File: config.mk
export PLATFORM = sky130hd
export DESIGN_NAME = pirq_router
export DESIGN_NICKNAME = d
export VERILOG_FILES = /design/src/rtl/pirq_pkg.sv /design/src/rtl/pirq_level_store.sv /design/src/rtl/pirq_route_regs.sv /design/src/rtl/pirq_irq_mux.sv /design/src/rtl/pirq_router.sv
export SDC_FILE = /design/constraint.sdc
export NUM_CORES = 1
export LEC_CHECK = 0
export BUFFER_PORTS_ARGS = -buffer_cell sky130_fd_sc_hd__buf_2
export CAP_MARGIN = 20
export CORE_ASPECT_RATIO = 0.75
export CORE_UTILIZATION = 56
export DETAILED_ROUTE_END_ITERATION = 7
export PLACE_DENSITY = 0.76
export SYNTH_ARGS = -nofsm -noshare
export SYNTH_HDL_FRONTEND = slang
export SYNTH_SLANG_ARGS = --single-unit
export TNS_END_PERCENT = 1
File: constraint.sdc
create_clock -name clk -period 2.3 [get_ports clk]
set_clock_uncertainty 0.1 [all_clocks]
set_input_delay 0.115 -clock clk [delete_from_list [all_inputs] [get_ports clk]]
set_output_delay 0.115 -clock clk [all_outputs]
set_load 0.05 [all_outputs]
File: src/rtl/pirq_pkg.sv
package pirq_pkg;
    // Slot numbers are the device field of a bus device/function address.
    localparam int SLOT_W      = 5;
    // Route registers are byte wide; the reset value parks the line.
    localparam int ROUTE_W     = 8;
    localparam logic [ROUTE_W-1:0] ROUTE_PARKED = 8'h80;
    // Byte address of the route register of line 0; lines follow upward.
    localparam logic [7:0] ROUTE_BASE = 8'h60;
    typedef logic [ROUTE_W-1:0] route_t;
endpackage

File: src/rtl/pirq_level_store.sv
module pirq_level_store
    import pirq_pkg::*;
#(
    parameter int N_SRC  = 64,
    parameter int N_LINE = 4,
    localparam int SRC_W  = $clog2(N_SRC),
    localparam int LINE_W = $clog2(N_LINE)
) (
    input  logic              clk,
    input  logic              rst_n,
    input  logic              ev_valid,
    input  logic [SRC_W-1:0]  ev_src,
    input  logic [SLOT_W-1:0] ev_slot,
    input  logic [LINE_W-1:0] ev_pin,
    input  logic              ev_level,
    output logic [N_LINE-1:0] line_lvl_nxt
);
    logic [N_LINE-1:0][N_SRC-1:0] lvl_q;
    logic [N_LINE-1:0][N_SRC-1:0] lvl_d;
    logic [LINE_W-1:0]            line_sel;
    logic [SLOT_W-1:0]            rot_sum;
    logic                         src_ok;

    // Rotation of the pin by the slot, modulo the line count.
    always_comb begin
        rot_sum  = SLOT_W'(ev_pin) + ev_slot;
        line_sel = rot_sum[LINE_W-1:0];
        src_ok   = (int'(ev_src) < N_SRC);
    end

    always_comb begin
        lvl_d = lvl_q;
        if (ev_valid && src_ok) begin
            lvl_d[line_sel][ev_src] = ev_level;
        end
    end

    always_ff @(posedge clk or negedge rst_n) begin
        if (!rst_n) begin
            lvl_q <= '0;
        end else begin
            lvl_q <= lvl_d;
        end
    end

    for (genvar l = 0; l < N_LINE; l++) begin : g_line_or
        assign line_lvl_nxt[l] = |lvl_d[l];
    end

    // an event leaves its level in the selected bit
    p_event_stored_r3: assert property (@(posedge clk) disable iff (!rst_n)
        (ev_valid && src_ok) |=> (lvl_q[$past(line_sel)][$past(ev_src)] == $past(ev_level)));

    // at most one stored bit changes per cycle
    p_single_bit_r3: assert property (@(posedge clk) disable iff (!rst_n)
        $countones(lvl_q ^ $past(lvl_q)) <= 1);

    // without an event the store is untouched
    p_idle_stable_r3: assert property (@(posedge clk) disable iff (!rst_n)
        !ev_valid |=> $stable(lvl_q));
endmodule

File: src/rtl/pirq_route_regs.sv
module pirq_route_regs
    import pirq_pkg::*;
#(
    parameter int N_LINE = 4,
    localparam int LINE_W = $clog2(N_LINE)
) (
    input  logic                     clk,
    input  logic                     rst_n,
    input  logic                     cfg_we,
    input  logic [7:0]               cfg_addr,
    input  logic [ROUTE_W-1:0]       cfg_wdata,
    output route_t [N_LINE-1:0]      route_q,
    output route_t [N_LINE-1:0]      route_nxt
);
    logic              addr_hit;
    logic [LINE_W-1:0] addr_idx;

    always_comb begin
        addr_hit = cfg_we && (cfg_addr[7:LINE_W] == ROUTE_BASE[7:LINE_W]);
        addr_idx = cfg_addr[LINE_W-1:0];
    end

    always_comb begin
        route_nxt = route_q;
        if (addr_hit) begin
            route_nxt[addr_idx] = cfg_wdata;
        end
    end

    always_ff @(posedge clk or negedge rst_n) begin
        if (!rst_n) begin
            route_q <= {N_LINE{ROUTE_PARKED}};
        end else begin
            route_q <= route_nxt;
        end
    end

    // writes outside the route window leave every route as it was
    p_stray_write_r5: assert property (@(posedge clk) disable iff (!rst_n)
        !addr_hit |=> $stable(route_q));

    // a hit stores the written byte
    p_hit_stored_r5: assert property (@(posedge clk) disable iff (!rst_n)
        addr_hit |=> (route_q[$past(addr_idx)] == $past(cfg_wdata)));
endmodule

File: src/rtl/pirq_irq_mux.sv
module pirq_irq_mux
    import pirq_pkg::*;
#(
    parameter int N_LINE = 4,
    parameter int N_IRQ  = 16,
    localparam int IRQ_W = $clog2(N_IRQ)
) (
    input  logic [N_LINE-1:0]   line_lvl,
    input  route_t [N_LINE-1:0] route,
    output logic [N_IRQ-1:0]    irq_vec
);
    always_comb begin
        irq_vec = '0;
        for (int p = 0; p < N_LINE; p++) begin
            if (line_lvl[p] && (route[p] < ROUTE_W'(N_IRQ))) begin
                irq_vec[route[p][IRQ_W-1:0]] = 1'b1;
            end
        end
    end
endmodule

File: src/rtl/pirq_router.sv
module pirq_router
    import pirq_pkg::*;
#(
    parameter int N_SRC  = 64,
    parameter int N_LINE = 4,
    parameter int N_IRQ  = 16,
    localparam int SRC_W  = $clog2(N_SRC),
    localparam int LINE_W = $clog2(N_LINE)
) (
    input  logic              clk,
    input  logic              rst_n,
    input  logic              ev_valid,
    input  logic [SRC_W-1:0]  ev_src,
    input  logic [SLOT_W-1:0] ev_slot,
    input  logic [LINE_W-1:0] ev_pin,
    input  logic              ev_level,
    input  logic              cfg_we,
    input  logic [7:0]        cfg_addr,
    input  logic [7:0]        cfg_wdata,
    output logic [N_IRQ-1:0]  irq_out
);
    logic [N_LINE-1:0]   line_lvl_nxt;
    route_t [N_LINE-1:0] route_q;
    route_t [N_LINE-1:0] route_nxt;
    logic [N_IRQ-1:0]    irq_d;

    pirq_level_store #(.N_SRC(N_SRC), .N_LINE(N_LINE)) u_store (
        .clk          (clk),
        .rst_n        (rst_n),
        .ev_valid     (ev_valid),
        .ev_src       (ev_src),
        .ev_slot      (ev_slot),
        .ev_pin       (ev_pin),
        .ev_level     (ev_level),
        .line_lvl_nxt (line_lvl_nxt)
    );

    pirq_route_regs #(.N_LINE(N_LINE)) u_routes (
        .clk       (clk),
        .rst_n     (rst_n),
        .cfg_we    (cfg_we),
        .cfg_addr  (cfg_addr),
        .cfg_wdata (cfg_wdata),
        .route_q   (route_q),
        .route_nxt (route_nxt)
    );

    pirq_irq_mux #(.N_LINE(N_LINE), .N_IRQ(N_IRQ)) u_mux (
        .line_lvl (line_lvl_nxt),
        .route    (route_nxt),
        .irq_vec  (irq_d)
    );

    always_ff @(posedge clk or negedge rst_n) begin
        if (!rst_n) begin
            irq_out <= '0;
        end else begin
            irq_out <= irq_d;
        end
    end

    // Checker view: which output bits have any route pointing at them.
    logic [N_IRQ-1:0] routed_mask;
    logic             all_parked;
    always_comb begin
        routed_mask = '0;
        all_parked  = 1'b1;
        for (int p = 0; p < N_LINE; p++) begin
            for (int j = 0; j < N_IRQ; j++) begin
                if (route_q[p] == ROUTE_W'(j)) routed_mask[j] = 1'b1;
            end
            if (route_q[p] < ROUTE_W'(N_IRQ)) all_parked = 1'b0;
        end
    end

    // parked routes drive nothing
    p_parked_silent_r6: assert property (@(posedge clk) disable iff (!rst_n)
        all_parked |-> (irq_out == '0));

    // an output bit is only set when some route names it
    p_only_routed_r6: assert property (@(posedge clk) disable iff (!rst_n)
        ((irq_out & ~routed_mask) == '0));

    // no more output bits are set than there are lines
    p_bits_bounded_r7: assert property (@(posedge clk) disable iff (!rst_n)
        $countones(irq_out) <= N_LINE);
endmodule

======== Word-level counts from Yosys, hierarchy flattened ========
Index checks and enable logic that the tools add are counted.
Widths: inputs -> output; s select.
operators by class
  mux-type cells .......................... 22
  order comparisons ....................... 18
  multipliers ............................. 0
  bitwise operators ....................... 3
  reduce and logical (&&, ||, !) cells .... 16
  $add $sub $neg .......................... 1
  divide/modulo/power cells ............... 0
  eq/ne operators ......................... 1
  shifts and indexed selects .............. 0
operators by type and width
  kind                number
  $bwmux 256          1
  $mux 256            1
  $reduce_or 64->1    4
  $demux 64 s2        1
  $mux 16             4
  $mux 64             1
  $or 16x16->16       3
  $bwmux 32           1
  $lt 8x5->1 const B  4
  $mux 32             1
  $lt 4x5->1 const B  4
  $demux 1 s4         4
  $demux 8 s2         1
  $ge 4x1->1 const B  4
  $logic_and 1x1->1   12
  $mux 8              1
  $lt 6x7->1 const B  1
  $demux 1 s6         1
  $eq 6x5->1 const B  1
  $ge 6x1->1 const B  1
  $lt 2x3->1 const B  2
  $mux 1              5
  $ge 2x1->1 const B  2
  $add 2x2->2         1
word-level totals
  memories ................................ 0
  logic and storage cells ................. 70
  RAM bits ................................ 0
  bits in registers ....................... 304
  latch bits .............................. 0
  input port bits ......................... 34
  ROM bits ................................ 0

======== Depth between registers and ports, before layout ========
  depth in word-level cells ............... 17
  depth in mapped cells ................... 13

======== Cells and area by module ========
A second synthesis with hierarchy kept.
second synthesis, totals
  cells, all modules ...................... 1483
  area total of the unflattened synthesis .. 15272.1 um^2
modules (own cells, without submodules)
  module            instances  area each (um^2)  seq. area each (um^2)  cells an instance
  pirq_level_store  1          12947.4           6406.1                 1296
  pirq_route_regs   1          1265.0            805.8                  72
  pirq_irq_mux      1          659.4             0.0                    99
  pirq_router       1          400.4             400.4                  16

======== Least setup slack after synthesis ========
OpenSTA, ideal clock, no wires.
  kind .................................... input-to-reg
  start point ............................. in ev_slot[0]
  end point ............................... reg irq_out[15]
  cell stages on the path ................. 13
  arrival ................................. 2.858 ns
  slack ................................... -0.784 ns
  buffers on the path ..................... 3
  required time ........................... 2.074 ns
  setup time .............................. 0.126 ns
  path through ............................ ha_1 > buf_4 > clkinv_1 > buf_2 > clkbuf_1 > nand4_1 > mux2_1 > nor4_1 > nand4_1 > or4_4 > nand4_1 > o32ai_1 > a221o_1
RTL lines
  what                  line               RTL
  start, declared       pirq_router.sv:14  input logic [SLOT_W-1:0] ev_slot,
  end signal, assigned  pirq_router.sv:58  irq_out <= irq_d;
  end, declared         pirq_router.sv:20  output logic [N_IRQ-1:0] irq_out

==> qor.yml <==
status: "complete, but fails checks"
violations: "setup timing"
place_congestion: 1.06
grt_max_degree: 88
worstSetupStartpointType: "primary input"
reg2reg_from: "u_store.lvl_q[144]"
hpwl_um: 27100
synth_edf_count: 0
r2r_slack_ns: -0.57
die-area_um2: 27600
crit_chain: "buf_2 -> xor3_4 -> buf_12 -> buf_4 -> nand4_1 -> mux2_2 -> nor4_2 -> nand4_1 -> or4_4 -> nand3_1 -> nor2_1 -> or3_1"
synth_seq_cells: 304
startpoint: "ev_pin[1]"
boundaryPins: 50
routed_wl_um: 42900
clock.fmax_mhz: 339
wire_per_inst_um: 22.8
finalHoldViolCount: 0
finalNetCount: 1546
grt_setup_unrepaired: "yes"
clkTransAtPathRegs_ns: 0.06
syn_nets: 1324
worst_slack_ns: -0.650
register_area_um2: 7610
vias: 12200
clock_sinks: 304
crit_path_max_fanout: 15
setup-tns-final_ns: -9.49
num_rows: 51
numCtsBuffers: 30
antenna_cells: 0
drt_iter0_drc: 1181
antenna_found_initial: 0
cts.path.max_buffers: 3
cp-end-kind: "flip-flop"
multi_input_area_um2: 6960
grt_pass1_vias: 12400
worstMarginPinSlew_ns: 0.716
crit_path_end: "irq_out[2]"
drv_slew: 0
worstPathRequired_ns: 2.65
seq_area_frac_synth_pct: 50.6
insertion_delay_ns: 0.58
ir_drop_uv: 622
drcViolationCount: 0
avgSynthCellArea_um2: 11.7
track_usage_pct: 31.4
synthesis.area_um2: 15100
final_util_pct: 73.5
hold_path.class: "primary input to flip-flop"
p_leak_nw: 9.21
cap_violations: 0
chipWidth_um: 191
syn_inst: 1289
vias_per_cell: 6.52
post-cts-setup-buffer-count: 0
maxSlewHeadroom_pct: 51.9
start_util_pct: 57.6
grt_overflow: 0
root_buffer: "clkbuf_16"
synthArstFlopShare_pct: 100
crit_path_top_delay_cell: "xor3_4"
syn_to_final_growth_pct: 27.8
drive_above_1_share_pct: 42.1
setup_viol: 16
place_ws_ns: -1.29
r2r_end: "irq_out[12]"
fill_cells: 1664
min_period_ns: 2.95
criticalPathCategory: "primary input to flip-flop"
core_area_um2: 26200
dr.pass1.iters: 6
arrival_ns: 3.30
rr_worst_depth: 10
yosysWarnings: 0
ant_nets: 0
htreeDepth: 1
period_share_pct: 128
p_per_area_nw_per_um2: 709
critPathMaxStageDelay_ns: 0.62
die_h_um: 144
synth_ff_type: "dfrtp_1"
ys_types: 68
grt_first_pass_wirelength_um: 67400
crit_top_cell: "nand4_1"
cts_tree: "built"
port_buffers: 46
==> sequential cells by signal, summed over array words and instances (netlist names) <==
name and cells:
u_store.lvl_q 256, u_routes.route_q 32, irq_out 16
==> where the power goes <==
part           internal [W]  switching (W)  total (W)
Combinational       0.00111        0.00150    0.00262
Sequential          0.00567      0.0000982    0.00576
Clock               0.00313        0.00214    0.00527
Total               0.00991        0.00374     0.0136
==> per-stage QoR <==
step                      total power (W)  area [µm²]  hold WS [ns]  cells
after CTS                          0.0136       19100       0.00609   1878
after floorplan                   0.00715       15100        -0.281   1289
final                              0.0136       19200        0.0242   1878
after global routing               0.0141       19200        0.0417   1878
after detailed placement          0.00819       17500       -0.0367   1787
after global placement            0.00811       17500       -0.0376   1787
==> how the worst min path moves through the flow <==
stage,end,slack [ns],startpoint,cells past startpoint
finish,u_store.lvl_q[2],0.02,ev_level,3
global route,u_store.lvl_q[2],0.04,ev_level,3
CTS,u_store.lvl_q[3],0.006,ev_level,3
detailed placement,u_store.lvl_q[67],-0.04,rst_n,1
global placement,u_store.lvl_q[67],-0.04,rst_n,1
floorplan,irq_out[0],-0.28,rst_n,0
==> kinds of logic (layout without fill, tap and decap cells) <==
logic type,after synthesis,count (layout),synth area share (%)
multiplexers,286,286,21.4
AO/OA/AOI/OAI,46,46,2.47
flip-flops,304,304,50.6
AND/OR/NAND/NOR,494,494,19.9
buffers and inverters,156,401,5.27
XOR/XNOR,2,2,0.324
adder cells (fa/ha/maj),1,1,0.0831
==> worst max-delay path: cells and delay by family <==
kind          cells  cell delay [ns]
xor+xnor          1             0.62
buf+inv           3             0.43
mux               1             0.37
simple gates      7             1.76
==> layer usage <==
metal	track usage, %	vias up	part of all wire, %
li1	-	5366	-
met1	44.6	6225	43
met2	48.6	541	46
met3	6.87	109	8.0
met4	8.86	0	2.5
met5	0	-	0
==> layout by cell type, fill, tap and decap left out, drive strengths merged, types with 2 or more instances in the layout <==
cell type    synthesis  layout
o32ai                5       5
or4b                 2       2
nor3b                4       4
nand2               33      33
nor4b                2       2
nand4bb              3       3
or3                  2       2
a221o                8       8
a211o                6       6
buf                 85     293
dfstp                4       4
a21oi                3       3
nand4b               3       3
o22ai               12      12
dfrtp              300     300
mux2i               13      13
and4bb               3       3
clkinvlp             0       2
clkbuf              53      44
nor4                61      61
nor3                73      73
a2111oi              2       2
inv                 17      17
mux2               273     273
a21o                 3       3
nand4              222     222
and4b                3       3
and3                 6       6
nand3b               6       6
and3b                3       3
nand3               24      24
o21ai                3       3
clkinv               1       6
or3b                 2       2
dlygate4sd3          0      35
nor2                33      33
bufinv               0       4
or4                  3       3
==> synth_stat cells, drive strengths merged (3+ instances only) <==
library cell	n	area, µm²
and4b	3	30.0
nor4	61	403
nand4	222	1400
nand2	33	126
mux2i	13	130
mux2	273	3090
and3	6	37.5
nand4b	3	26.3
dfrtp	300	7510
a21o	3	22.5
a21oi	3	15.0
buf	85	525
and3b	3	26.3
nand4bb	3	33.8
and4bb	3	37.5
o32ai	5	43.8
dfstp	4	105
nand3b	6	45.0
o21ai	3	15.0
nor3	73	377
o22ai	12	75.1
a211o	6	52.6
inv	17	63.8
nand3	24	130
a221o	8	80.1
nor2	33	124
nor3b	4	51.3
or4	3	30.0
clkbuf	53	200
==> timing repair <==
action,4_1_cts,5_1_grt
pin swaps,1,5
hold endpoints to repair,350,0
gates resized for setup,37,18
setup endpoints to repair,16,16
hold buffers,36,0
==> area by class of cell <==
class / count / share of cell area (%)
Sequential cell: 304 / 39.6
Clock inverter: 11 / 0.833
Inverter: 18 / 0.358
Multi-Input combinational cell: 829 / 36.2
Tap cell: 344 / 2.24
Clock buffer: 44 / 4.65
Timing Repair Buffer: 328 / 16.1
Note: power is estimated with default switching activity, not from simulation.
